<file path="config.mk">
export PLATFORM = sky130hd
export DESIGN_NAME = spi_pat_tx
export DESIGN_NICKNAME = d
export VERILOG_FILES = /design/src/rtl/spi_pat_pkg.sv /design/src/rtl/spi_pat_timer.sv /design/src/rtl/spi_pat_seq.sv /design/src/rtl/spi_pat_framer.sv /design/src/rtl/spi_pat_tx.sv
export SDC_FILE = /design/constraint.sdc
export NUM_CORES = 1
export LEC_CHECK = 0
export BUFFER_PORTS_ARGS = -buffer_cell sky130_fd_sc_hd__buf_2
export CAP_MARGIN = 40
export CORE_MARGIN = 5
export CORE_UTILIZATION = 55
export DETAILED_ROUTE_END_ITERATION = 6
export GPL_ROUTABILITY_DRIVEN = 0
export PLACE_DENSITY = 0.72
export SLEW_MARGIN = 15
export SYNTH_ARGS = -nofsm -noshare
export SYNTH_HDL_FRONTEND = slang
export SYNTH_HIERARCHICAL = 1
export SYNTH_SLANG_ARGS = --single-unit
</file>
<file path="constraint.sdc">
create_clock -name clk -period 2.4 [get_ports clk]
set_input_delay 0.12 -clock clk [delete_from_list [all_inputs] [get_ports clk]]
set_output_delay 0.12 -clock clk [all_outputs]
set_load 0.1 [all_outputs]
</file>
<file path="src/rtl/spi_pat_pkg.sv">
// Shared constants, state type and pattern lookup for the SPI pattern transmitter.
// Assumes a fixed byte width of 8 and a four-entry pattern.
package spi_pat_pkg;

    localparam int BYTE_W  = 8;
    localparam int PAT_LEN = 4;
    localparam int IDX_W   = $clog2(PAT_LEN);

    // Framer states: idle, chip-select lead-in, clock high, clock low,
    // chip-select tail after the last pulse, idle gap between frames.
    typedef enum logic [2:0] {
        ST_IDLE = 3'd0,
        ST_LEAD = 3'd1,
        ST_HIGH = 3'd2,
        ST_LOW  = 3'd3,
        ST_TAIL = 3'd4,
        ST_GAP  = 3'd5
    } frm_state_t;

    // Pattern byte for a given position in the sequence.
    function automatic logic [BYTE_W-1:0] pat_byte(input logic [IDX_W-1:0] idx);
        logic [BYTE_W-1:0] b;
        case (idx)
            2'd0:    b = 8'h55;
            2'd1:    b = 8'hF0;
            2'd2:    b = 8'hC0;
            default: b = 8'hC3;
        endcase
        return b;
    endfunction

endpackage

</file>
<file path="src/rtl/spi_pat_timer.sv">
// Load-and-count-down phase timer.
// A load sets the count to load_val. Otherwise the count falls by one per
// cycle and stops at zero, and `expired` is high while the count is zero.
// A load of N-1 therefore keeps the caller's state for N cycles.
module spi_pat_timer #(
    parameter int CNT_W = 4
) (
    input  logic             clk,
    input  logic             rst_n,
    input  logic             load,
    input  logic [CNT_W-1:0] load_val,
    output logic             expired
);

    logic [CNT_W-1:0] cnt;

    // Count down toward zero, or take a new value when loaded.
    always_ff @(posedge clk) begin
        if (!rst_n)
            cnt <= '0;
        else if (load)
            cnt <= load_val;
        else if (cnt != '0)
            cnt <= cnt - 1'b1;
    end

    assign expired = (cnt == '0);


    timer_descend_chk: assert property (@(posedge clk) disable iff (!rst_n)
        ($past(rst_n) && !$past(load) && $past(cnt) != '0) |-> (cnt == $past(cnt) - 1'b1));

endmodule

</file>
<file path="src/rtl/spi_pat_seq.sv">
// Pattern position holder.
// The position advances by one, wrapping after the last entry, each cycle
// `advance` is high. It returns to the first entry only on reset.
// Assumes `advance` is a one-cycle pulse per completed frame.
module spi_pat_seq
    import spi_pat_pkg::*;
(
    input  logic              clk,
    input  logic              rst_n,
    input  logic              advance,
    output logic [BYTE_W-1:0] byte_out
);

    logic [IDX_W-1:0] idx;

    // Step the pattern position, wrapping at the end of the pattern.
    always_ff @(posedge clk) begin
        if (!rst_n)
            idx <= '0;
        else if (advance)
            idx <= (idx == IDX_W'(PAT_LEN - 1)) ? '0 : idx + 1'b1;
    end

    assign byte_out = pat_byte(idx);


    seq_reset_start_chk: assert property (@(posedge clk) disable iff (!rst_n)
        $rose(rst_n) |-> (byte_out == 8'h55));


    seq_hold_chk: assert property (@(posedge clk) disable iff (!rst_n)
        ($past(rst_n) && !$past(advance)) |-> $stable(idx));

endmodule

</file>
<file path="src/rtl/spi_pat_framer.sv">
// Frame sequencer and shift register for the SPI pattern transmitter.
// Each frame follows the same order: lower chip select and present the MSB,
// then give eight clock pulses. Data shifts on each falling edge. After the
// last pulse, one low half-period passes before chip select rises. A gap of
// GAP_CYC clocks follows, with chip select high.
// All outputs come straight from flops.
// Assumes HALF_DIV >= 1 and GAP_CYC >= 1, and an external phase timer
// whose `tmr_done` goes high N cycles after a load of N-1.
module spi_pat_framer
    import spi_pat_pkg::*;
#(
    parameter int HALF_DIV = 4,
    parameter int GAP_CYC  = 16,
    parameter int CNT_W    = 5
) (
    input  logic              clk,
    input  logic              rst_n,
    input  logic              enable,
    input  logic [BYTE_W-1:0] byte_in,
    input  logic              tmr_done,
    output logic              tmr_load,
    output logic [CNT_W-1:0]  tmr_val,
    output logic              advance,
    output logic              busy,
    output logic              sclk,
    output logic              cs_n,
    output logic              sdo
);

    localparam int BCNT_W = $clog2(BYTE_W + 1);
    localparam logic [CNT_W-1:0]  HALF_LD = CNT_W'(HALF_DIV - 1);
    localparam logic [CNT_W-1:0]  GAP_LD  = CNT_W'(GAP_CYC - 1);
    localparam logic [BCNT_W-1:0] LAST_BIT = BCNT_W'(BYTE_W - 1);

    frm_state_t         state, nxt;
    logic [BYTE_W-1:0]  shreg;
    logic [BCNT_W-1:0]  bit_cnt;
    logic               load_byte, shift_bit, bit_inc;

    // Choose the next state and the timer and shift strobes for this cycle.
    always_comb begin
        nxt       = state;
        tmr_load  = 1'b0;
        tmr_val   = HALF_LD;
        load_byte = 1'b0;
        shift_bit = 1'b0;
        bit_inc   = 1'b0;
        advance   = 1'b0;
        case (state)
            ST_IDLE: begin
                if (enable) begin
                    nxt       = ST_LEAD;
                    tmr_load  = 1'b1;
                    load_byte = 1'b1;
                end
            end
            ST_LEAD: begin
                if (tmr_done) begin
                    nxt      = ST_HIGH;
                    tmr_load = 1'b1;
                end
            end
            ST_HIGH: begin
                if (tmr_done) begin
                    tmr_load = 1'b1;
                    bit_inc  = 1'b1;
                    if (bit_cnt == LAST_BIT) begin
                        nxt = ST_TAIL;
                    end else begin
                        nxt       = ST_LOW;
                        shift_bit = 1'b1;
                    end
                end
            end
            ST_LOW: begin
                if (tmr_done) begin
                    nxt      = ST_HIGH;
                    tmr_load = 1'b1;
                end
            end
            ST_TAIL: begin
                if (tmr_done) begin
                    nxt      = ST_GAP;
                    tmr_load = 1'b1;
                    tmr_val  = GAP_LD;
                    advance  = 1'b1;
                end
            end
            ST_GAP: begin
                if (tmr_done) begin
                    if (enable) begin
                        nxt       = ST_LEAD;
                        tmr_load  = 1'b1;
                        load_byte = 1'b1;
                    end else begin
                        nxt = ST_IDLE;
                    end
                end
            end
            default: nxt = ST_IDLE;
        endcase
    end

    // State register.
    always_ff @(posedge clk) begin
        if (!rst_n)
            state <= ST_IDLE;
        else
            state <= nxt;
    end

    // Shift register: load a fresh byte at frame start, shift left on falling edges.
    always_ff @(posedge clk) begin
        if (!rst_n)
            shreg <= '0;
        else if (load_byte)
            shreg <= byte_in;
        else if (shift_bit)
            shreg <= {shreg[BYTE_W-2:0], 1'b0};
    end

    // Count the clock pulses given in the current frame.
    always_ff @(posedge clk) begin
        if (!rst_n)
            bit_cnt <= '0;
        else if (load_byte)
            bit_cnt <= '0;
        else if (bit_inc)
            bit_cnt <= bit_cnt + 1'b1;
    end

    // Registered line outputs decoded from the next state, so the lines never glitch.
    always_ff @(posedge clk) begin
        if (!rst_n) begin
            cs_n <= 1'b1;
            sclk <= 1'b0;
            busy <= 1'b0;
        end else begin
            cs_n <= (nxt == ST_IDLE) || (nxt == ST_GAP);
            sclk <= (nxt == ST_HIGH);
            busy <= (nxt != ST_IDLE);
        end
    end

    assign sdo = shreg[BYTE_W-1];


    sclk_in_frame_chk: assert property (@(posedge clk) disable iff (!rst_n)
        sclk |-> !cs_n);


    pulse_count_chk: assert property (@(posedge clk) disable iff (!rst_n)
        bit_cnt <= BCNT_W'(BYTE_W));


    sdo_hold_chk: assert property (@(posedge clk) disable iff (!rst_n)
        ($past(rst_n) && sclk) |-> $stable(sdo));


    cs_release_chk: assert property (@(posedge clk) disable iff (!rst_n)
        ($past(rst_n) && $rose(cs_n)) |-> !$past(sclk));


    busy_cover_chk: assert property (@(posedge clk) disable iff (!rst_n)
        !cs_n |-> busy);


    stop_after_gap_chk: assert property (@(posedge clk) disable iff (!rst_n)
        ($past(rst_n) && $fell(busy)) |-> ($past(state) == ST_GAP && cs_n));

endmodule

</file>
<file path="src/rtl/spi_pat_tx.sv">
// SPI test pattern transmitter, top level.
// Joins the phase timer, the pattern position holder and the framer.
// Parameters: HALF_DIV is the number of system clocks per serial clock half
// period, and GAP_CYC is the number of system clocks of idle gap between
// frames. Both must be at least 1.
module spi_pat_tx
    import spi_pat_pkg::*;
#(
    parameter int HALF_DIV = 4,
    parameter int GAP_CYC  = 16
) (
    input  logic clk,
    input  logic rst_n,
    input  logic enable,
    output logic busy,
    output logic spi_sclk,
    output logic spi_sdo,
    output logic spi_cs_n
);

    localparam int MAX_LD = (HALF_DIV > GAP_CYC) ? HALF_DIV : GAP_CYC;
    localparam int CNT_W  = (MAX_LD < 2) ? 1 : $clog2(MAX_LD);

    logic              tmr_load, tmr_done, advance;
    logic [CNT_W-1:0]  tmr_val;
    logic [BYTE_W-1:0] cur_byte;

    spi_pat_timer #(.CNT_W(CNT_W)) u_timer (
        .clk      (clk),
        .rst_n    (rst_n),
        .load     (tmr_load),
        .load_val (tmr_val),
        .expired  (tmr_done)
    );

    spi_pat_seq u_seq (
        .clk      (clk),
        .rst_n    (rst_n),
        .advance  (advance),
        .byte_out (cur_byte)
    );

    spi_pat_framer #(
        .HALF_DIV (HALF_DIV),
        .GAP_CYC  (GAP_CYC),
        .CNT_W    (CNT_W)
    ) u_framer (
        .clk      (clk),
        .rst_n    (rst_n),
        .enable   (enable),
        .byte_in  (cur_byte),
        .tmr_done (tmr_done),
        .tmr_load (tmr_load),
        .tmr_val  (tmr_val),
        .advance  (advance),
        .busy     (busy),
        .sclk     (spi_sclk),
        .cs_n     (spi_cs_n),
        .sdo      (spi_sdo)
    );

endmodule

</file>
==> key figures, run 1 <==
Run status
  – Status: completed

Finish
  – Layout Nets: 200
  – Non-filler cells, final: 221
  – Ratio of cells with drive above 1 in the final layout: 0.234
  – Inserted Diodes: 0
  – Area Growth Syn to Fin: 2.18%

CTS
  – Sink Count: 24
  – Clk_lat worst skew: 0.32 ns
  – CTS Buffer Depth: 2
  – H-Tree Depth: 1
  – Hold Buf Count CTS: 0
  – Clock Root Buffer: clkbuf_4
  – Post-CTS Setup Repair Bufs: 0
  – Cts repair resizes: 0
  – TritonCTS Buffers: 3
  – Clk slew on worst S/H paths: 0.14 ns
  – CTS tree: built

Floorplanning
  – Starting Density: 0.560
  – Num rows: 20
  – Core area: 2980 um2
  – Die Ht: 65.1 um
  – Die area: 4230 um2
  – Io pins: 7
  – Die width: 65.1 um

Setup path
  – WP depth: 9
  – Most common cell on crit path: a21oi_1
  – Crit path kind: flip-flop to flip-flop
  – Worst path cell trace: inv_1 -> ha_1 -> nor3b_4 -> nand2_1 -> a21oi_1 -> a21oi_1 -> o32ai_2 -> nand2b_1 -> o31ai_1
  – Slowest cell on the critical path: dfxtp_1
  – CP Max Fanout: 7
  – CP Data Required Time: 2.61 ns
  – Crit path launch type: flip-flop
  – CP bufs+invs: 1
  – Crit-path leading delay family: simple AND/OR/NAND/NOR gates
  – Crit path DAT: 2.35 ns
  – Worst r2r path cells: 9
  – Critical Path Sink Type: flip-flop
  – CP max stage delay: 0.34 ns

GRT
  – First-pass GRT wire length: 5430 um
  – Overflow after GRT: 0
  – Vias in the first global route: 1232
  – Largest net degree at the start of global routing: 24
  – Initial antenna violation count: 0
  – Total track usage: 0.161

Yosys
  – Share of flip-flops with an asynchronous set or reset: 0
  – Synth area leader: dfxtp_1
  – Synth unique cells: 49
  – Synth Instances: 188
  – Flops & latches, synth: 24
  – Mean post-synth cell area: 8.87 um2
  – Synth warnings: 6
  – Synth area leaders: dfxtp_1 (29%), ha_1 (6.0%), o211ai_2 (5.3%)
  – Synth top area share: 0.288
  – Synth top cells by count: dfxtp_1 (24), nand2_1 (17), inv_1 (16)
  – Mapped Area: 1670 um2
  – Top FF cell, synth: dfxtp_1
  – Top-count cell post-synth: dfxtp_1
  – Post-synth EDFFs: 0
  – Sequential element share of the synthesized area: 0.288

Timing
  – Period minus WS final: 2.14 ns
  – Period utilisation layout: 0.891
  – Final Hold Vio Count: 0
  – # setup viols final: 0
  – Slew Viols, Final: 0
  – Rel. slew slack: 0.539
  – Clock skew: 0.00917 ns
  – Worst-Margin Slew: 0.691 ns
  – Fin Setup TNS: 0 ns
  – RSZ-0062 raised after global routing: false
  – Peak Freq: 468 MHz

Pwr
  – Pwr per Cell Area: 1190 nW/um2
  – Peak supply drop: 0.000502 V
  – Pleak: 0.000659 uW
  – Power, Total: 2030 uW

Routing
  – Routed Antenna Nets: 0
  – 1st-pass router iterations: 4
  – Vias/cell: 5.65
  – Drt wl/cell: 14.3 um
  – Routed WL: 3150 um
  – Vias: 1248
  – DR iter-0 viols: 91
  – DRC viols: 0

Place
  – Cells after DPL: 217
  – PortBufs: 6
  – HPWL Detailed: 2240 um

Min path
  – Hold Path Class: primary input to flip-flop
  – Hold path depth: 2

Job
  – Max Cap Viol: 0
[sequential cells by signal, indices dropped and copies added, names as in the netlist]
register	cells
u_framer/state	3
u_seq/idx	2
u_framer/shreg	8
u_framer/bit_cnt	4
u_framer/sclk	1
u_framer/busy	1
u_timer/cnt	4
u_framer/cs_n	1
[worst paths after layout]
kind / startpoint / end / slack, ns
worst min register to register: u_framer/shreg[7]$_SDFFE_PN0P_ / u_framer/shreg[7]$_SDFFE_PN0P_ / 0.47
worst min-delay path: rst_n / u_seq/idx[0]$_SDFFE_PN0P_ / 0.18
worst max-delay path: u_timer/cnt[0]$_SDFFE_PN0P_ / u_timer/cnt[3]$_SDFFE_PN0P_ / 0.26
worst max register to register: u_timer/cnt[0]$_SDFFE_PN0P_ / u_timer/cnt[3]$_SDFFE_PN0P_ / 0.26
[cells in the final DEF, fill, tap and decap left out, drive strengths merged, types with 3 or more instances in the layout]
cell / netlist / layout
a21oi: 13 / 13
nand2: 19 / 19
a21boi: 9 / 9
nor3: 9 / 9
mux2i: 3 / 3
xnor2: 4 / 4
buf: 15 / 12
o21ai: 4 / 4
o211ai: 8 / 8
ha: 8 / 8
dfxtp: 24 / 24
o32a: 7 / 7
nand2b: 5 / 5
nor2: 9 / 9
inv: 16 / 16
conb: 3 / 4
nand3: 6 / 6
clkbuf: 2 / 4
[layer usage]
metal	up-vias	wire (um)	GRT usage
met4	0	19	0.0570
met5	-	0	0
met2	10	1570	0.289
li1	644	-	-
met3	2	68	0.0225
met1	592	1500	0.195
[report_power, final]
part	total (uW)	switching, uW	internal [uW]
Clock	223	130	92.8
Sequential	612	106	506
Combinational	1190	732	460
[cell families (layout without fill, tap and decap cells)]
logic type,Yosys count,after routing,share of synthesized area
simple gates,58,58,0.209
compound gates,51,51,0.260
buf+inv,33,32,0.113
flops,24,24,0.288
fa+ha+maj,8,8,0.0600
xor+xnor,6,6,0.0315
mux,5,5,0.0315
other cells,3,4,0.00675
[per-stage QoR]
step           hold slack, ns  instance area, um2  utilization  setup WS (ns)
6_report                0.176                1700        0.572          0.262
5_1_grt                 0.199                1700        0.572         0.0852
4_1_cts                 0.174                1700        0.570          0.184
3_5_place_dp            0.450                1660        0.558          0.211
3_3_place_gp            0.446                1660        0.558          0.389
2_1_floorplan           0.238                1670            -          0.365
[cell type report]
type | count | area [um2]
well taps | 33 | 41.3
fillers | 267 | 1270
inverters | 16 | 60.1
flip-flops and latches | 24 | 480
multi-input cells | 132 | 1010
clock buffers | 4 | 36.3
repair buffers | 12 | 75.1
Power figures use the tool's default switching activity.
==> run 2: changes to the inputs <==
PLACE_DENSITY = 0.73   (was 0.72)
SYNTH_HIERARCHICAL = default   (was 1)
==> run 2 against run 1 <==
Power fell by 27%; hold slack got worse by 0.044 ns; utilization rose by 4.5 points; synthesized cell count fell by 23%; wire length fell by 23%; critical path depth fell by 3; sequential power fell by 3%; non-clock buffer count fell by 6; die area fell by 17%; register-to-register slack improved by 0.32 ns; first-iteration DRC count fell by 71%; clock-buffer cell count did not move.
==> key figures, run 2 <==
Setup path
  – FF-to-FF Start: u_timer.cnt[0]$_SDFFE_PN0P_
  – Setup crit end: u_framer.shreg[6]$_SDFFE_PN0P_
  – CP Data Required Time: 2.59 ns (-0.02 ns)
  – Crit path kind: flip-flop to flip-flop
  – Crit path launch type: flip-flop
  – Worst r2r path cells: 6 (-3)
  – Critical Path Sink Type: flip-flop
  – CP Max Fanout: 9 (+2)
  – Worst setup startpoint: u_timer.cnt[0]$_SDFFE_PN0P_
  – RR Endpoint: u_framer.shreg[6]$_SDFFE_PN0P_
  – Reg-to-reg slack, setup: 0.58 ns (+0.32 ns)
  – Crit path DAT: 2.02 ns (-0.33 ns)

Timing
  – # setup viols final: 0 (unchanged)
  – RSZ-0062 raised after global routing: false
  – Hold Slack: 0.132 ns (-0.0444 ns)
  – Rel. slew slack: 0.618 (+0.0793)
  – Clock skew: 0.00752 ns (-0.00165 ns)
  – Fin Setup TNS: 0 ns (unchanged)
  – Slew Viols, Final: 0 (unchanged)
  – Period utilisation layout: 0.759 (-0.132)
  – Period minus WS final: 1.82 ns (-0.316 ns)
  – Worst-Margin Slew: 0.572 ns (-0.120 ns)
  – Peak Freq: 549 MHz (+17%)
  – Final Hold Vio Count: 0 (unchanged)

CTS
  – CTS tree: built
  – Sink Count: 24 (unchanged)
  – Clk_lat worst skew: 0.31 ns (about the same)
  – Cts repair resizes: 0 (unchanged)
  – Clk slew on worst S/H paths: 0.13 ns (about the same)
  – Hold Buf Count CTS: 0 (unchanged)
  – Clock Root Buffer: clkbuf_4
  – TritonCTS Buffers: 3 (unchanged)
  – H-Tree Depth: 1 (unchanged)
  – CTS Buffer Depth: 2 (unchanged)
  – Post-CTS Setup Repair Bufs: 0 (unchanged)

Finish
  – Max FFs per register: 8 (unchanged)
  – Non-filler cells, final: 174 (-21%)
  – Finished Core Util: 0.618 (+0.0454)
  – Ratio of cells with drive above 1 in the final layout: 0.130 (-0.104)
  – Largest Register: u_framer.shreg
  – Most frequent cells in the layout: dfxtp_1 (24), nor2_1 (14), a21oi_1 (12)
  – Area Growth Syn to Fin: 4.31%
  – Top flop regs: u_framer.shreg x8, u_framer.bit_cnt x4, u_timer.cnt x4
  – Commonest non-fill, non-tap cell in the layout: dfxtp_1
  – Inserted Diodes: 0 (unchanged)
  – Layout Nets: 158 (-21%)
  – # fillers: 202 (-24%)

Floorplanning
  – Die area: 3510 um2 (-17%)
  – Io pins: 7 (unchanged)
  – Num rows: 17 (-15%)
  – Die width: 59.3 um (-8.9%)
  – Core area: 2250 um2 (-24%)
  – Starting Density: 0.592 (+0.0320)
  – Die Ht: 59.3 um (-8.9%)

Yosys
  – Synth Instances: 144 (-23%)
  – Synth top area share: 0.360 (+0.0718)
  – Synth unique cells: 43 (-12%)
  – Syn Nets: 155
  – Top FF cell, synth: dfxtp_1
  – Mean post-synth cell area: 9.27 um2 (+4.5%)
  – Synth warnings: 0 (-6)
  – Flops & latches, synth: 24 (unchanged)
  – Synth area leaders: dfxtp_1 (36%), ha_1 (7.5%), mux2i_1 (6.7%)
  – Synth area leader: dfxtp_1
  – Share of flip-flops with an asynchronous set or reset: 0 (unchanged)
  – Top-count cell post-synth: dfxtp_1
  – Mapped Area: 1340 um2 (-20%)
  – Post-synth EDFFs: 0 (unchanged)
  – Synth top cells by count: dfxtp_1 (24), nor2_1 (14), a21oi_1 (12)
  – Sequential element share of the synthesized area: 0.360 (+0.0718)

GRT
  – Overflow after GRT: 0 (unchanged)
  – Initial antenna violation count: 0 (unchanged)
  – Vias in the first global route: 1007 (-18%)
  – First-pass GRT wire length: 4390 um (-19%)
  – Largest net degree at the start of global routing: 19 (-21%)
  – Total track usage: 0.161 (-0.000460)

Routing
  – DRC viols: 0 (unchanged)
  – Vias: 1002 (-20%)
  – Routed Antenna Nets: 0 (unchanged)
  – Routed WL: 2430 um (-23%)
  – DR iter-0 viols: 26 (-71%)
  – Vias/cell: 5.76 (+2.0%)
  – Drt wl/cell: 14.0 um (-1.9%)
  – 1st-pass router iterations: 4 (unchanged)

Min path
  – Hold Path Class: primary input to flip-flop
  – Hold path startpoint: rst_n

Pwr
  – Clock Power Share: 0.141 (+0.031)
  – Sw frac: 0.438 (-0.0391)
  – Pwr per Cell Area: 1070 nW/um2 (-10%)
  – NetSw: 652 uW (-33%)
  – Pleak: 0.000600 uW (-8.9%)
  – Peak supply drop: 0.000650 V (+29%)
  – P_int: 835 uW (-21%)
  – Comb power frac: 0.458 (-0.130)
  – Power share of the sequential group: 0.401 (+0.099)

Place
  – PortBufs: 6 (unchanged)
  – Cells after DPL: 170 (-22%)
  – HPWL Detailed: 1830 um (-18%)

Job
  – Max Cap Viol: 0 (unchanged)

Run status
  – Status: completed
-- run 2: through the flow --
stage / total power (uW) / setup slack, ns / instance area (um2)
final: 1490 / 0.578 / 1390
after global routing: 1600 / 0.447 / 1390
after CTS: 1500 / 0.562 / 1390
after detailed placement: 1280 / 0.604 / 1360
after global placement: 1260 / 0.678 / 1360
after floorplan: 1180 / 0.826 / 1340
-- run 2: layout make-up --
class | count | area (um2) | share of cell area
clock buffer | 4 | 36.3 | 0.0261
inverter | 7 | 26.3 | 0.0189
multi-input combinational | 105 | 785 | 0.563
sequential | 24 | 480 | 0.345
tap | 28 | 35.0 | 0.0252
timing repair buffer | 6 | 30.0 | 0.0216
-- run 2: cells by family after synthesis --
kind of cell,share of synthesized area
xor gates and xnor gates,0.0394
adders and majority gates,0.0750
AOI/OAI and AO/OA,0.196
muxes,0.0675
buffers and inverters,0.0525
and+or+nand+nor,0.210
DFF,0.360
-- run 2: how the worst min path moves through the flow --
stage,endpoint,slack (ns),cells past startpoint
after floorplan,u_timer.cnt[3]$_SDFFE_PN0P_,0.27,2
after global placement,u_framer.cs_n$_SDFF_PN1_,0.46,2
after detailed placement,u_framer.cs_n$_SDFF_PN1_,0.46,2
after CTS,u_framer.cs_n$_SDFF_PN1_,0.12,2
after global routing,u_framer.cs_n$_SDFF_PN1_,0.15,2
final,u_framer.cs_n$_SDFF_PN1_,0.13,2
-- run 2: power by group through the flow --
stage,sequential [uW],clock (uW),combinational (uW)
finish,596,210,681
global route,614,236,754
detailed placement,604,0,680
floorplan,655,0,530
CTS,595,220,684
global placement,599,0,660
-- run 2: worst max-delay path: stages (launching register included) --
cell	delay, ns
dfxtp_1	0.35
inv_1	0.06
ha_1	0.21
nor3b_4	0.46
nand4_4	0.28
mux2i_1	0.25
a21oi_1	0.09
-- run 2: metal layers --
layer  track usage  up-vias  part of all wire
met5             0        -                 0
met4        0.0518        0            0.0058
met3        0.0370        2             0.039
met2         0.270       18              0.48
met1         0.201      466              0.47
li1              -      516                 -
==> run 3: changes to the inputs <==
clock period = 1.8 ns   (was 2.4 ns; I/O delays follow)
==> run 3 against run 2 <==
Critical path depth rose by 1; clock skew fell by 0.0018 ns; power rose by 50%; die area did not move; wire length rose by 3.1%; register-to-register slack got worse by 0.46 ns; via count rose by 5.2%; flip-flop and latch count did not move; highest routed layer unchanged.
==> key figures, run 3 (synthesized netlist as in run 2, its figures left out) <==
Setup path
  – CP max stage delay: 0.39 ns (-0.07 ns)
  – Crit path DAT: 1.89 ns (-0.13 ns)
  – Slowest cell on the critical path: dfxtp_1
  – Crit-path leading delay family: compound AO/OA/AOI/OAI gates
  – CP Max Fanout: 7 (-2)
  – CP Data Required Time: 2.01 ns (-0.58 ns)
  – Crit path kind: flip-flop to flip-flop
  – Critical Path Sink Type: flip-flop
  – CP bufs+invs: 2 (+1)
  – Crit path launch type: flip-flop
  – Worst path cell trace: inv_1 -> ha_1 -> nor3b_4 -> buf_4 -> o21ai_1 -> nor2_1 -> o41a_1

Timing
  – Rel. slew slack: 0.661 (+0.0429)
  – Period minus WS final: 1.68 ns (-0.140 ns)
  – RSZ-0062 raised after global routing: false
  – # setup viols final: 0 (unchanged)
  – Hold Slack: 0.0976 ns (-0.0341 ns)
  – Clock skew: 0.00568 ns (-0.00184 ns)
  – Worst-Margin Slew: 0.507 ns (-0.0648 ns)
  – Peak Freq: 595 MHz (+8.3%)
  – Period utilisation layout: 0.934 (+0.175)
  – Final Hold Vio Count: 0 (unchanged)
  – Slew Viols, Final: 0 (unchanged)
  – Fin Setup TNS: 0 ns (unchanged)

Finish
  – Max FFs per register: 8 (unchanged)
  – Largest Register: u_framer.shreg
  – Most frequent cells in the layout: dfxtp_1 (24), nor2_1 (14), a21oi_1 (12)
  – Area Growth Syn to Fin: 10.2%
  – Ratio of cells with drive above 1 in the final layout: 0.182 (+0.0517)
  – Top flop regs: u_framer.shreg x8, u_framer.bit_cnt x4, u_timer.cnt x4
  – Inserted Diodes: 0 (unchanged)
  – Commonest non-fill, non-tap cell in the layout: dfxtp_1
  – Layout Nets: 166 (+5.1%)
  – Design area: 1470 um2 (+5.7%)

CTS
  – CTS tree: built
  – Hold Buf Count CTS: 0 (unchanged)
  – Clk slew on worst S/H paths: 0.13 ns (about the same)
  – Clock Root Buffer: clkbuf_4
  – CTS Buffer Depth: 2 (unchanged)
  – Clk_lat worst skew: 0.31 ns (about the same)
  – H-Tree Depth: 1 (unchanged)
  – TritonCTS Buffers: 3 (unchanged)
  – Sink Count: 24 (unchanged)

Run status
  – Status: completed

Routing
  – 1st-pass router iterations: 5 (+1)
  – DRC viols: 0 (unchanged)
  – Vias/cell: 5.79 (+0.57%)
  – Routed WL: 2510 um (+3.1%)
  – Vias: 1054 (+5.2%)
  – Drt wl/cell: 13.8 um (-1.4%)
  – DR iter-0 viols: 25 (-3.8%)
  – Routed Antenna Nets: 0 (unchanged)

GRT
  – Largest net degree at the start of global routing: 16 (-3)
  – Overflow after GRT: 0 (unchanged)
  – First-pass GRT wire length: 4340 um (-1.1%)
  – Met2 usage: 0.270 (unchanged)
  – Vias in the first global route: 989 (-1.8%)
  – Gr busiest metal: met2
  – Initial antenna violation count: 0 (unchanged)
  – Total track usage: 0.159 (-0.00172)
  – Met3 usage: 0.0305 (-0.00654)
  – Grt met1 use: 0.197 (-0.00370)

Place
  – PortBufs: 6 (unchanged)
  – Post-DP Area: 1380 um2 (+1.7%)
  – HPWL Detailed: 1830 um (about the same)

Min path
  – Hold Path Class: primary input to flip-flop

Pwr
  – Pwr per Cell Area: 1510 nW/um2 (+42%)
  – Pleak: 0.000647 uW (+7.9%)
  – Peak supply drop: 0.00109 V (+67%)

Floorplanning
  – Starting Density: 0.592 (unchanged)
  – Io pins: 7 (unchanged)
  – Core area: 2250 um2 (unchanged)
  – Die Ht: 59.3 um (unchanged)
  – Die area: 3510 um2 (unchanged)
  – Die width: 59.3 um (unchanged)
  – Num rows: 17 (unchanged)

Job
  – Max Cap Viol: 0 (unchanged)
## run 3: cell count changes in the layout (fill, tap and decap cells not counted)
cell / previous run / this run
or3b_4: 0 / 1
clkbuf_8: 1 / 0
buf_4: 0 / 8
bufinv_16: 0 / 1
or3b_1: 1 / 0
## run 3: path summary, 6_finish.rpt
| path | start | end | slack (ns) | cells past startpoint |
|---|---|---|---|---|
| setup / recovery | u_timer.cnt[0]$_SDFFE_PN0P_ | u_timer.cnt[2]$_SDFFE_PN0P_ | 0.12 | 7 |
| hold / removal | rst_n | u_framer.cs_n$_SDFF_PN1_ | 0.1 | 2 |
| setup reg to reg | u_timer.cnt[0]$_SDFFE_PN0P_ | u_timer.cnt[2]$_SDFFE_PN0P_ | 0.12 | 7 |
| hold reg to reg | u_framer.shreg[0]$_SDFFE_PN0P_ | u_framer.shreg[0]$_SDFFE_PN0P_ | 0.51 | 2 |
## run 3: what timing repair did
action                                  in CTS  in global routing
setup buffers                                0                  5
endpoints found under the setup margin       0                 18
resized for setup                            0                  1
## run 3: through the flow
step                 util  total power (uW)  std cells  worst slack (ns)
finish              0.653              2230        182             0.118
global route        0.653              2380        182            0.0108
CTS                 0.635              2140        177            0.0287
detailed placement  0.612              1740        173            0.0593
global placement    0.612              1720        173             0.101
floorplan               -              1580        144             0.226
## run 3: where the power goes
part | internal, uW | leakage, uW | switching (uW)
registers | 647 | 0.000197 | 131
logic | 452 | 0.000422 | 607
clock network | 225 | 0.0000279 | 163
total | 1320 | 0.000647 | 901
## run 3: routing by layer
layer | wire (um) | vias to the layer above | share of wire
met1 | 1170 | 494 | 0.47
met3 | 102 | 4 | 0.041
met4 | 26 | 0 | 0.010
met2 | 1210 | 24 | 0.48
li1 | - | 532 | -
met5 | 0 | - | 0
## run 3: worst register-to-register path: cells and delay by family, from the launching register on
family	cells	cell delay, ns
fa+ha+maj	1	0.24
flops	1	0.39
compound gates	2	0.47
simple gates	2	0.25
buf+inv	2	0.23
## run 3: area by class of cell
type | instances | area (um2)
Fill cell | 198 | 783
Clock inverter | 1 | 30.0
Tap cell | 28 | 35.0
Multi-Input combinational cell | 105 | 787
Sequential cell | 24 | 480
Inverter | 7 | 26.3
Timing Repair Buffer | 14 | 90.1
Clock buffer | 3 | 22.5
